$ cat config.mk
export PLATFORM = sky130hd
export DESIGN_NAME = lbus_cycle_ctrl
export DESIGN_NICKNAME = d
export VERILOG_FILES = /design/src/rtl/lbus_pkg.sv /design/src/rtl/lbus_rdy_sync.sv /design/src/rtl/lbus_seq.sv /design/src/rtl/lbus_pin_drv.sv /design/src/rtl/lbus_cycle_ctrl.sv
export SDC_FILE = /design/constraint.sdc
export NUM_CORES = 1
export LEC_CHECK = 0
export BUFFER_PORTS_ARGS = -buffer_cell sky130_fd_sc_hd__buf_2
export CORE_ASPECT_RATIO = 1.5
export CORE_MARGIN = 3
export CORE_UTILIZATION = 38
export CTS_CLUSTER_DIAMETER = 80
export CTS_CLUSTER_SIZE = 10
export DETAILED_ROUTE_END_ITERATION = 8
export PLACE_DENSITY = 0.66
export SLEW_MARGIN = 20
export SYNTH_ARGS = -nofsm -noshare
export SYNTH_HDL_FRONTEND = slang
export SYNTH_SLANG_ARGS = --single-unit
$ cat constraint.sdc
create_clock -name clk -period 4.7 [get_ports clk]
set_input_delay 0.94 -clock clk [delete_from_list [all_inputs] [get_ports clk]]
set_output_delay 0.94 -clock clk [all_outputs]
set_load 0.01 [all_outputs]
$ cat src/rtl/lbus_pkg.sv
package lbus_pkg;
   typedef enum logic [2:0] {
      ST_IDLE = 3'd0,
      ST_T1   = 3'd1,
      ST_T2   = 3'd2,
      ST_T3   = 3'd3,
      ST_TW   = 3'd4,
      ST_T4   = 3'd5,
      ST_HOLD = 3'd6,
      ST_HREL = 3'd7
   } lbus_state_e;

   // states in which a new cycle or a hold grant may begin
   function automatic logic at_boundary(lbus_state_e s);
      return (s == ST_IDLE) || (s == ST_T4) || (s == ST_HREL);
   endfunction

   // T2, T3 and wait states: strobe window
   function automatic logic in_strobe(lbus_state_e s);
      return (s == ST_T2) || (s == ST_T3) || (s == ST_TW);
   endfunction

   function automatic logic in_cycle(lbus_state_e s);
      return (s == ST_T1) || in_strobe(s) || (s == ST_T4);
   endfunction
endpackage

$ cat src/rtl/lbus_rdy_sync.sv
module lbus_rdy_sync #(
   parameter int STAGES = 2
) (
   input  logic clk,
   input  logic rst_n,
   input  logic async_in,
   output logic sync_out
);
   if (STAGES < 2) begin : g_bad_stages
      $error("lbus_rdy_sync: STAGES must be at least 2");
   end

   for (genvar i = 0; i < STAGES; i++) begin : g_stage
      logic q;
      if (i == 0) begin : g_first
         always_ff @(posedge clk or negedge rst_n) begin
            if (!rst_n) q <= 1'b0;
            else        q <= async_in;
         end
      end else begin : g_next
         always_ff @(posedge clk or negedge rst_n) begin
            if (!rst_n) q <= 1'b0;
            else        q <= g_stage[i-1].q;
         end
      end
   end

   assign sync_out = g_stage[STAGES-1].q;
endmodule

$ cat src/rtl/lbus_seq.sv
module lbus_seq
   import lbus_pkg::*;
#(
   parameter int ADDR_W = 20,
   parameter int DATA_W = 16,
   parameter int STAT_W = 3
) (
   input  logic              clk,
   input  logic              rst_n,
   input  logic              req_valid,
   input  logic              req_write,
   input  logic [ADDR_W-1:0] req_addr,
   input  logic [DATA_W-1:0] req_wdata,
   input  logic [STAT_W-1:0] req_status,
   input  logic              hold,
   input  logic              srdy,
   input  logic              ardy_sync,
   input  logic [DATA_W-1:0] ad_in,
   output lbus_state_e       state,
   output logic              cur_write,
   output logic [ADDR_W-1:0] cur_addr,
   output logic [DATA_W-1:0] cur_wdata,
   output logic [STAT_W-1:0] cur_status,
   output logic [DATA_W-1:0] rd_data,
   output logic              req_ack
);
   lbus_state_e state_nx;
   logic        ready;
   logic        boundary;
   logic        sample_pt;

   assign ready     = srdy | ardy_sync;
   assign boundary  = at_boundary(state);
   assign sample_pt = (state == ST_T3) || (state == ST_TW);
   assign req_ack   = boundary && !hold && req_valid;

   always_comb begin
      state_nx = state;
      unique case (state)
         ST_IDLE, ST_T4, ST_HREL: begin
            if (hold)           state_nx = ST_HOLD;
            else if (req_valid) state_nx = ST_T1;
            else                state_nx = ST_IDLE;
         end
         ST_T1:   state_nx = ST_T2;
         ST_T2:   state_nx = ST_T3;
         ST_T3,
         ST_TW:   state_nx = ready ? ST_T4 : ST_TW;
         ST_HOLD: state_nx = hold ? ST_HOLD : ST_HREL;
         default: state_nx = ST_IDLE;
      endcase
   end

   always_ff @(posedge clk or negedge rst_n) begin
      if (!rst_n) begin
         state      <= ST_IDLE;
         cur_write  <= 1'b0;
         cur_addr   <= '0;
         cur_wdata  <= '0;
         cur_status <= '1;
         rd_data    <= '0;
      end else begin
         state <= state_nx;
         if (req_ack) begin
            cur_write  <= req_write;
            cur_addr   <= req_addr;
            cur_wdata  <= req_wdata;
            cur_status <= req_status;
         end
         if (sample_pt && ready && !cur_write) rd_data <= ad_in;
      end
   end

   AST_MIN_FOUR: assert property (@(posedge clk) disable iff (!rst_n)
      (state == ST_T4) |-> ($past(state) == ST_T3 || $past(state) == ST_TW));
   AST_WAIT_INSERT: assert property (@(posedge clk) disable iff (!rst_n)
      (sample_pt && !ready) |=> (state == ST_TW));
   AST_HOLD_BOUNDARY: assert property (@(posedge clk) disable iff (!rst_n)
      (!boundary && state != ST_HOLD) |=> (state != ST_HOLD));
   AST_HOLD_WINS: assert property (@(posedge clk) disable iff (!rst_n)
      (boundary && hold) |-> !req_ack);
   AST_ACK_TO_T1: assert property (@(posedge clk) disable iff (!rst_n)
      req_ack |=> (state == ST_T1));
endmodule

$ cat src/rtl/lbus_pin_drv.sv
module lbus_pin_drv
   import lbus_pkg::*;
#(
   parameter int ADDR_W = 20,
   parameter int DATA_W = 16,
   parameter int STAT_W = 3
) (
   input  logic                     clk,
   input  logic                     rst_n,
   input  lbus_state_e              state,
   input  logic                     cur_write,
   input  logic [ADDR_W-1:0]        cur_addr,
   input  logic [DATA_W-1:0]        cur_wdata,
   input  logic [STAT_W-1:0]        cur_status,
   output logic [DATA_W-1:0]        ad_out,
   output logic                     ad_oe,
   output logic [ADDR_W-DATA_W-1:0] addr_hi,
   output logic [STAT_W-1:0]        bus_status,
   output logic                     ale,
   output logic                     rd_n,
   output logic                     wr_n,
   output logic                     den_n,
   output logic                     dt_r,
   output logic                     ctl_oe,
   output logic                     hlda,
   output logic                     rd_valid
);
   localparam logic [STAT_W-1:0] PASSIVE = '1;

   logic cyc, strobe, t1, t4;

   assign cyc    = in_cycle(state);
   assign strobe = in_strobe(state);
   assign t1     = (state == ST_T1);
   assign t4     = (state == ST_T4);

   assign hlda   = (state == ST_HOLD);
   assign ctl_oe = !((state == ST_HOLD) || (state == ST_HREL));

   assign ale    = t1;
   assign ad_oe  = t1 || (cur_write && (strobe || t4));
   assign ad_out = t1 ? cur_addr[DATA_W-1:0] : cur_wdata;
   assign addr_hi    = cur_addr[ADDR_W-1:DATA_W];
   assign bus_status = (t1 || strobe) ? cur_status : PASSIVE;

   assign rd_n  = !(strobe && !cur_write);
   assign wr_n  = !(strobe && cur_write);
   assign den_n = !(strobe || (t4 && cur_write));
   assign dt_r  = cyc ? cur_write : 1'b1;
   assign rd_valid = t4 && !cur_write;

   AST_STROBE_EXCL: assert property (@(posedge clk) disable iff (!rst_n)
      ctl_oe |-> (rd_n || wr_n));
   AST_READ_LANES_FREE: assert property (@(posedge clk) disable iff (!rst_n)
      (!rd_n && ctl_oe) |-> !ad_oe);
   AST_ALE_ADDR: assert property (@(posedge clk) disable iff (!rst_n)
      ale |-> (ad_oe && den_n));
   AST_HLDA_RELEASED: assert property (@(posedge clk) disable iff (!rst_n)
      hlda |-> (!ad_oe && !ctl_oe));
   AST_RELEASE_GAP: assert property (@(posedge clk) disable iff (!rst_n)
      $fell(hlda) |-> (!ctl_oe && !ad_oe));
endmodule

$ cat src/rtl/lbus_cycle_ctrl.sv
module lbus_cycle_ctrl
   import lbus_pkg::*;
#(
   parameter int ADDR_W      = 20,
   parameter int DATA_W      = 16,
   parameter int STAT_W      = 3,
   parameter int SYNC_STAGES = 2
) (
   input  logic                     clk,
   input  logic                     rst_n,
   input  logic                     req_valid,
   input  logic                     req_write,
   input  logic [ADDR_W-1:0]        req_addr,
   input  logic [DATA_W-1:0]        req_wdata,
   input  logic [STAT_W-1:0]        req_status,
   output logic                     req_ack,
   output logic [DATA_W-1:0]        rd_data,
   output logic                     rd_valid,
   output logic [DATA_W-1:0]        ad_out,
   input  logic [DATA_W-1:0]        ad_in,
   output logic                     ad_oe,
   output logic [ADDR_W-DATA_W-1:0] addr_hi,
   output logic [STAT_W-1:0]        bus_status,
   output logic                     ale,
   output logic                     rd_n,
   output logic                     wr_n,
   output logic                     den_n,
   output logic                     dt_r,
   output logic                     ctl_oe,
   input  logic                     srdy,
   input  logic                     ardy,
   input  logic                     hold,
   output logic                     hlda
);
   if (ADDR_W <= DATA_W) begin : g_bad_width
      $error("lbus_cycle_ctrl: ADDR_W must exceed DATA_W");
   end
   if (STAT_W < 1) begin : g_bad_status
      $error("lbus_cycle_ctrl: STAT_W must be at least 1");
   end

   lbus_state_e       state;
   logic              cur_write;
   logic [ADDR_W-1:0] cur_addr;
   logic [DATA_W-1:0] cur_wdata;
   logic [STAT_W-1:0] cur_status;
   logic              ardy_sync;

   lbus_rdy_sync #(.STAGES(SYNC_STAGES)) u_sync (
      .clk(clk), .rst_n(rst_n), .async_in(ardy), .sync_out(ardy_sync)
   );

   lbus_seq #(.ADDR_W(ADDR_W), .DATA_W(DATA_W), .STAT_W(STAT_W)) u_seq (
      .clk(clk), .rst_n(rst_n),
      .req_valid(req_valid), .req_write(req_write), .req_addr(req_addr),
      .req_wdata(req_wdata), .req_status(req_status),
      .hold(hold), .srdy(srdy), .ardy_sync(ardy_sync), .ad_in(ad_in),
      .state(state), .cur_write(cur_write), .cur_addr(cur_addr),
      .cur_wdata(cur_wdata), .cur_status(cur_status),
      .rd_data(rd_data), .req_ack(req_ack)
   );

   lbus_pin_drv #(.ADDR_W(ADDR_W), .DATA_W(DATA_W), .STAT_W(STAT_W)) u_drv (
      .clk(clk), .rst_n(rst_n), .state(state),
      .cur_write(cur_write), .cur_addr(cur_addr), .cur_wdata(cur_wdata),
      .cur_status(cur_status),
      .ad_out(ad_out), .ad_oe(ad_oe), .addr_hi(addr_hi), .bus_status(bus_status),
      .ale(ale), .rd_n(rd_n), .wr_n(wr_n), .den_n(den_n), .dt_r(dt_r),
      .ctl_oe(ctl_oe), .hlda(hlda), .rd_valid(rd_valid)
   );
endmodule

==> results of run 1 <==
==> critical path, stage by stage, from the launching register on <==
cell,delay [ns]
dfrtp_1,0.52
or3_1,0.49
a21oi_4,0.13
buf_4,0.43
buf_2,0.23
==> per-layer routing <==
metal  track usage [%]  vias up  share of wire, %  wire length [um]
met5                 0        -                 0                 0
met4              7.25        0               2.0               109
met3              4.06        9               4.5               241
met2              22.4       51                54              2930
met1              16.4      869                39              2110
li1                  -      876                 -                 -
==> registers in the layout, summed over array words and instances, names as in the netlist <==
| name | cells |
|---|---|
| u_sync.g_stage.q | 1 |
| u_seq.cur_wdata | 16 |
| u_seq.rd_data | 16 |
| u_seq.state | 3 |
| u_seq.cur_status | 3 |
| u_sync.sync_out | 1 |
| u_seq.cur_write | 1 |
| u_seq.cur_addr | 20 |
==> how the worst max path moves through the flow <==
| stage | startpoint | endpoint | depth (start not counted) |
|---|---|---|---|
| 2_1_floorplan | u_seq.state[2] | ad_out[10] | 4 |
| 3_3_place_gp | hold | req_ack | 5 |
| 3_5_place_dp | hold | req_ack | 5 |
| 4_1_cts | u_seq.state[1] | req_ack | 4 |
| 5_1_grt | u_seq.state[1] | req_ack | 4 |
| 6_report | u_seq.state[1] | req_ack | 4 |
==> cell families (layout without fill, tap and decap cells) <==
kind of cell	count (synthesis)	in the layout	synth area share (%)
flops	61	61	56.6
buf+inv	17	132	3.47
simple gates	24	24	5.28
xor+xnor	1	1	0.324
fa+ha+maj	1	1	0.371
mux	73	73	30.4
compound gates	11	11	3.52
==> area by class of cell <==
| type | count | area [um2] |
|---|---|---|
| Clock buffer | 14 | 153 |
| Tap cell | 78 | 97.6 |
| Inverter | 3 | 11.3 |
| Clock inverter | 2 | 10.0 |
| Multi-Input combinational cell | 110 | 1080 |
| Timing Repair Buffer | 113 | 573 |
| Sequential cell | 61 | 1530 |
| Fill cell | 650 | 3440 |
==> power by group through the flow <==
stage / Combinational, W / Clock [W] / Sequential, W
finish: 0.00100 / 0.000387 / 0.000961
global route: 0.00110 / 0.000429 / 0.00100
CTS: 0.00103 / 0.000407 / 0.000967
detailed placement: 0.00102 / 0 / 0.000976
global placement: 0.00101 / 0 / 0.000961
floorplan: 0.000718 / 0 / 0.000936
==> stage by stage <==
step | util (%) | cell area [um2] | std cells | total power (W)
2_1_floorplan | - | 2700 | 188 | 0.00165
3_3_place_gp | 47.8 | 3300 | 365 | 0.00197
6_report | 50.2 | 3460 | 381 | 0.00235
3_5_place_dp | 47.8 | 3300 | 365 | 0.00200
4_1_cts | 50.2 | 3460 | 381 | 0.00240
5_1_grt | 50.2 | 3460 | 381 | 0.00253
==> synthesized netlist by cell type, types with 3 or more instances <==
cell,number
inv_1,3
nand2b_1,5
clkbuf_1,3
buf_4,4
nor2_1,4
nand2_1,5
buf_2,6
dfrtp_1,58
dfstp_2,3
mux2_2,70
==> run_results.csv, run 1 <==
group,metric,value,unit
clocking,cts_max_level,3,
timing,rsz0062_at_grt,"false",
timing,skew,0.0105,ns
timing,slew_headroom,47.0,%
hold_path,hold_class,"reg2reg",
setup_path,cp-end-kind,"output port",
timing,tns,0,ns
cells_and_area,diodes,0,
yosys,synthFlopType,"dfrtp_1",
placement,place.port_buffers,110,
yosys,netlist-cell-type-count,33,
power,sw_frac_of_total,33.4,%
drt,drt_iter0_drc,39,
setup_path,start_kind,"flop",
cells_and_area,fin_nets,360,
drt,wirelength,5390,um
timing,slew_violations,0,
clocking,clockBufferDepth,2,
timing,max_freq,323,MHz
clocking,post_cts_resized,0,
clocking,cts-buffers-inserted,9,
power,pwr-share-comb,42.7,%
setup_path,path_class,"reg2out",
drt,drc,0,
yosys,synth.avg_cell_area,14.4,um2
timing,finalCritPeriodShare,65.8,%
outcome,status,"finished, final reports clean",
yosys,synth_area,0.00270,mm2
clocking,clock_latency,0.33,ns
setup_path,reg2reg_slack,2.44,ns
global_route,grt_pass1_vias,1784,
power,p_clk_share,16.5,%
job,maxCapViolations,0,
yosys,async_flop_share,100,%
timing,hold_ws,0.360,ns
clocking,cts_tree,"yes",
cells_and_area,layout.cells.most_common,"buf_2",
power,power_density,680,mW/mm2
power,p_sw,0.000785,W
placement,place.gp.congestion,0.741,
die,ios,111,
drt,via_per_inst,4.74,
global_route,antenna_found_initial,0,
yosys,synth_nets,250,
yosys,ys_warn_count,0,
drt,vias,1805,
setup_path,r2r-start,"u_seq.state[2]",
die,num_rows,37,
global_route,gr-total-overflow,0,
yosys,yosysSeqAreaShare,56.6,%
timing,finalSetupViolCount,0,
setup_path,arrival,2.15,ns
hold_path,hold_end,"u_sync.sync_out",
die,die_area,0.00818,mm2
hold_path,hp-start,"u_sync.g_stage[0].q",
drt,ant_nets,0,
yosys,syn_inst,188,
setup_path,worst_r2r_path_depth,3,
power,max-vdd-ir-drop,311,uV
yosys,synth-edff-count,0,
yosys,yosysTopAreaCellShare,53.7,%
yosys,ys_ff_latch,61,
setup_path,r2r_end,"u_seq.rd_data[13]",
die,start_util,39.2,%
clocking,clk_pin_slew,0.06,ns
die,fp.dieW,74.8,um
clocking,postCtsSetupBuffers,0,
power,p_int,0.00157,W
cells_and_area,mostFrequentLayoutCells,"buf_2, mux2_2, dfrtp_1",
drt,drt-wirelength-per-cell,14.1,um
cells_and_area,drive_above_1_share,67.3,%
global_route,grt_max_degree,62,
drt,drtPass1Iterations,4,
clocking,root_buffer,"clkbuf_8",
power,seqPwrFrac,40.9,%
yosys,synth.area.top_cells,"dfrtp_1, mux2_2, dfstp_2, nand2b_1, buf_2",
die,die_y,109,um
clocking,ctsHoldBuffers,0,
die,core_area,0.00690,mm2
placement,pre_cts_slack,1.68,ns
clocking,cts.sink_count,61,
setup_path,worstPathMaxFanout,41,
setup_path,required,3.76,ns
cells_and_area,synthToLayoutAreaGrowth,28.1,%
power,p_leak,1.63,nW
timing,fin_ws,1.61,ns
timing,min_period,3.09,ns
global_route,grt_pass1_wl,8420,um
hold_path,hold_path_depth,0,
timing,tightestPinTransition,0.792,ns
timing,finalHoldViolCount,0,
placement,dp_hpwl,3900,um
global_route,track_usage,13.9,%
yosys,synth_top_area_cell,"dfrtp_1",
(Power assumes the default switching activity.)
==> run 2: changes to the inputs <==
Settings changed: ABC_AREA from default to 1, PLACE_DENSITY 0.66 to 0.67.
Clock period 4.7 ns to 2.8 ns, I/O delays scaled along.
==> run 2 against run 1 <==
  * Final area grew 5.6%
  * Worst setup slack worse by 1.1 ns
  * Global-route usage grew 3.7 points
  * Area after synthesis rose by 5.1%
  * Combinational power increased by 93%
  * Clock skew decreased by 0.0055 ns
  * Clock power increased by 140%
  * Flip-flop and latch count did not move
  * Critical endpoint is now ad_out[10]
  * Via count rose by 45%
  * Routed wire length grew 34%
  * First-iteration DRC count rose to 3.6 times the previous value
  * Sequential share of layout area fell by 2.3 points
==> run_results.csv, run 2 <==
group,metric,value,unit
yosys,ys_ff_latch,61,
global_route,track_usage,17.6,%
clocking,ctsHoldBuffers,0,
die,die_area,0.00857,mm2
die,die_y,112,um
setup_path,cp-end-kind,"output port",
global_route,gr-total-overflow,0,
clocking,postCtsSetupBuffers,0,
timing,max_freq,434,MHz
timing,skew,0.00503,ns
setup_path,start_kind,"flop",
clocking,cts-buffers-inserted,9,
global_route,grt_pass1_vias,2590,
cells_and_area,fin_nets,517,
timing,finalCritPeriodShare,82.3,%
power,power_density,1200,mW/mm2
global_route,grt_pass1_wl,11800,um
cells_and_area,largestRegisters,"u_seq.cur_addr x20, u_seq.cur_wdata x16, u_seq.rd_data x16",
global_route,grt_max_degree,62,
die,start_util,39.3,%
timing,slew_violations,0,
clocking,cts_max_level,3,
cells_and_area,mostFrequentLayoutCells,"nand2_1, buf_2, dfrtp_1",
setup_path,worstPathMaxFanout,19,
timing,min_period,2.31,ns
cells_and_area,drive_above_1_share,31.5,%
timing,slew_headroom,48.3,%
yosys,synth.area.top_cells,"dfrtp_1, nand2_1, nand3_1, nand4_1, dfstp_2",
setup_path,arrival,1.75,ns
yosys,synth-edff-count,0,
cells_and_area,fin_util,50.6,%
yosys,synth_area,0.00284,mm2
cells_and_area,synthToLayoutAreaGrowth,28.7,%
yosys,synth.top_cells.by_count,"nand2_1, dfrtp_1, nand3_1",
drt,route.met2.wl,3670,um
placement,dp_hpwl,5020,um
cells_and_area,top_register,"u_seq.cur_addr",
clocking,cts.sink_count,61,
yosys,async_flop_share,100,%
die,fp.dieW,76.6,um
timing,finalSetupViolCount,0,
die,ios,111,
timing,tns,0,ns
placement,place.gp.congestion,0.779,
drt,ant_nets,0,
drt,drt-wirelength-per-cell,12.9,um
clocking,root_buffer,"clkbuf_8",
timing,finalHoldViolCount,0,
yosys,synth.avg_cell_area,8.04,um2
clocking,clockBufferDepth,2,
hold_path,hold_class,"in2reg",
timing,fin_ws,0.494,ns
power,max-vdd-ir-drop,407,uV
outcome,status,"finished, final reports clean",
drt,drtPass1Iterations,4,
yosys,synth_nets,415,
drt,vias,2618,
yosys,syn_inst,353,
drt,wl_met1,2940,um
cells_and_area,largest_reg_flops,20,
yosys,yosysTopAreaCellShare,51.1,%
setup_path,path_class,"reg2out",
yosys,yosysMostFrequentCell,"nand2_1",
drt,wirelength,7220,um
timing,tightestPinTransition,0.776,ns
global_route,antenna_found_initial,0,
drt,drc,0,
clocking,clk_pin_slew,0.06,ns
yosys,netlist-cell-type-count,22,
clocking,cts_tree,"yes",
die,core_area,0.00723,mm2
clocking,clock_latency,0.33,ns
drt,drt_iter0_drc,141,
placement,pre_cts_slack,0.829,ns
job,maxCapViolations,0,
cells_and_area,layout.cells.most_common,"nand2_1",
die,num_rows,38,
yosys,yosysSeqAreaShare,53.9,%
yosys,synth_top_area_cell,"dfrtp_1",
power,p_leak,2.12,nW
yosys,ys_warn_count,0,
setup_path,required,2.24,ns
timing,rsz0062_at_grt,"false",
drt,wl_met3,470,um
placement,place.port_buffers,110,
drt,top_layer,"met4",
clocking,post_cts_resized,0,
yosys,synthFlopType,"dfrtp_1",
drt,via_per_inst,4.68,
cells_and_area,diodes,0,
-- run 2: cell count changes after synthesis, sizes merged, moves of 8 or more --
cell,before,now
nand4,0,17
inv,3,11
mux2,72,0
buf,11,22
nand3,1,45
nand2,5,180
-- run 2: cell type report --
type | count | area [um2]
inverter | 11 | 43.8
timing repair buffer | 115 | 588
multi-input combinational | 257 | 1120
tap | 100 | 125
clock buffer | 13 | 179
fill | 749 | 3570
sequential | 61 | 1530
clock inverter | 3 | 65.1
-- run 2: power breakdown --
part	internal [W]	total, W	switching (W)
Clock	0.000597	0.000927	0.000330
Combinational	0.000679	0.00193	0.00125
Sequential	0.00129	0.00152	0.000228
Total	0.00257	0.00438	0.00181
-- run 2: worst paths after layout --
path	startpoint	endpoint	cells after the start	slack, ns
min in group asynchronous	rst_n	u_seq.rd_data[0]	2	0.39
max in group asynchronous	rst_n	u_seq.state[0]	2	1.90
max	u_seq.state[0]	ad_out[10]	7	0.49
min	ardy	u_sync.g_stage[0].q	1	0.33
min reg2reg	u_sync.g_stage[0].q	u_sync.sync_out	0	0.35
max reg2reg	u_seq.state[2]	u_seq.rd_data[13]	6	1.27
-- run 2: cells by family after synthesis --
group                  after synthesis  synth area share [%]
AOI/OAI and AO/OA                    5                  1.06
buffers and inverters               35                  6.83
DFF                                 61                  53.9
and+or+nand+nor                    252                  38.2
-- run 2: through the flow --
stage	area [um2]	hold WS [ns]	cells	power, W
finish	3650	0.328	560	0.00438
CTS	3650	0.301	560	0.00445
global route	3650	0.307	560	0.00476
detailed placement	3410	0.344	544	0.00349
floorplan	2840	0.264	353	0.00282
global placement	3410	0.332	544	0.00345
-- run 2: worst max-delay path, stage by stage (launching register included) --
cell,delay (ns)
dfrtp_1,0.44
inv_2,0.10
nor2_2,0.17
nand2_4,0.19
inv_4,0.23
nand2_1,0.09
nand2_1,0.07
buf_2,0.13
-- run 2: layer usage --
layer | vias up | track usage (%)
met5 | - | 0
met4 | 0 | 9.92
met3 | 11 | 4.94
met2 | 88 | 30.1
met1 | 1190 | 19.4
li1 | 1329 | -
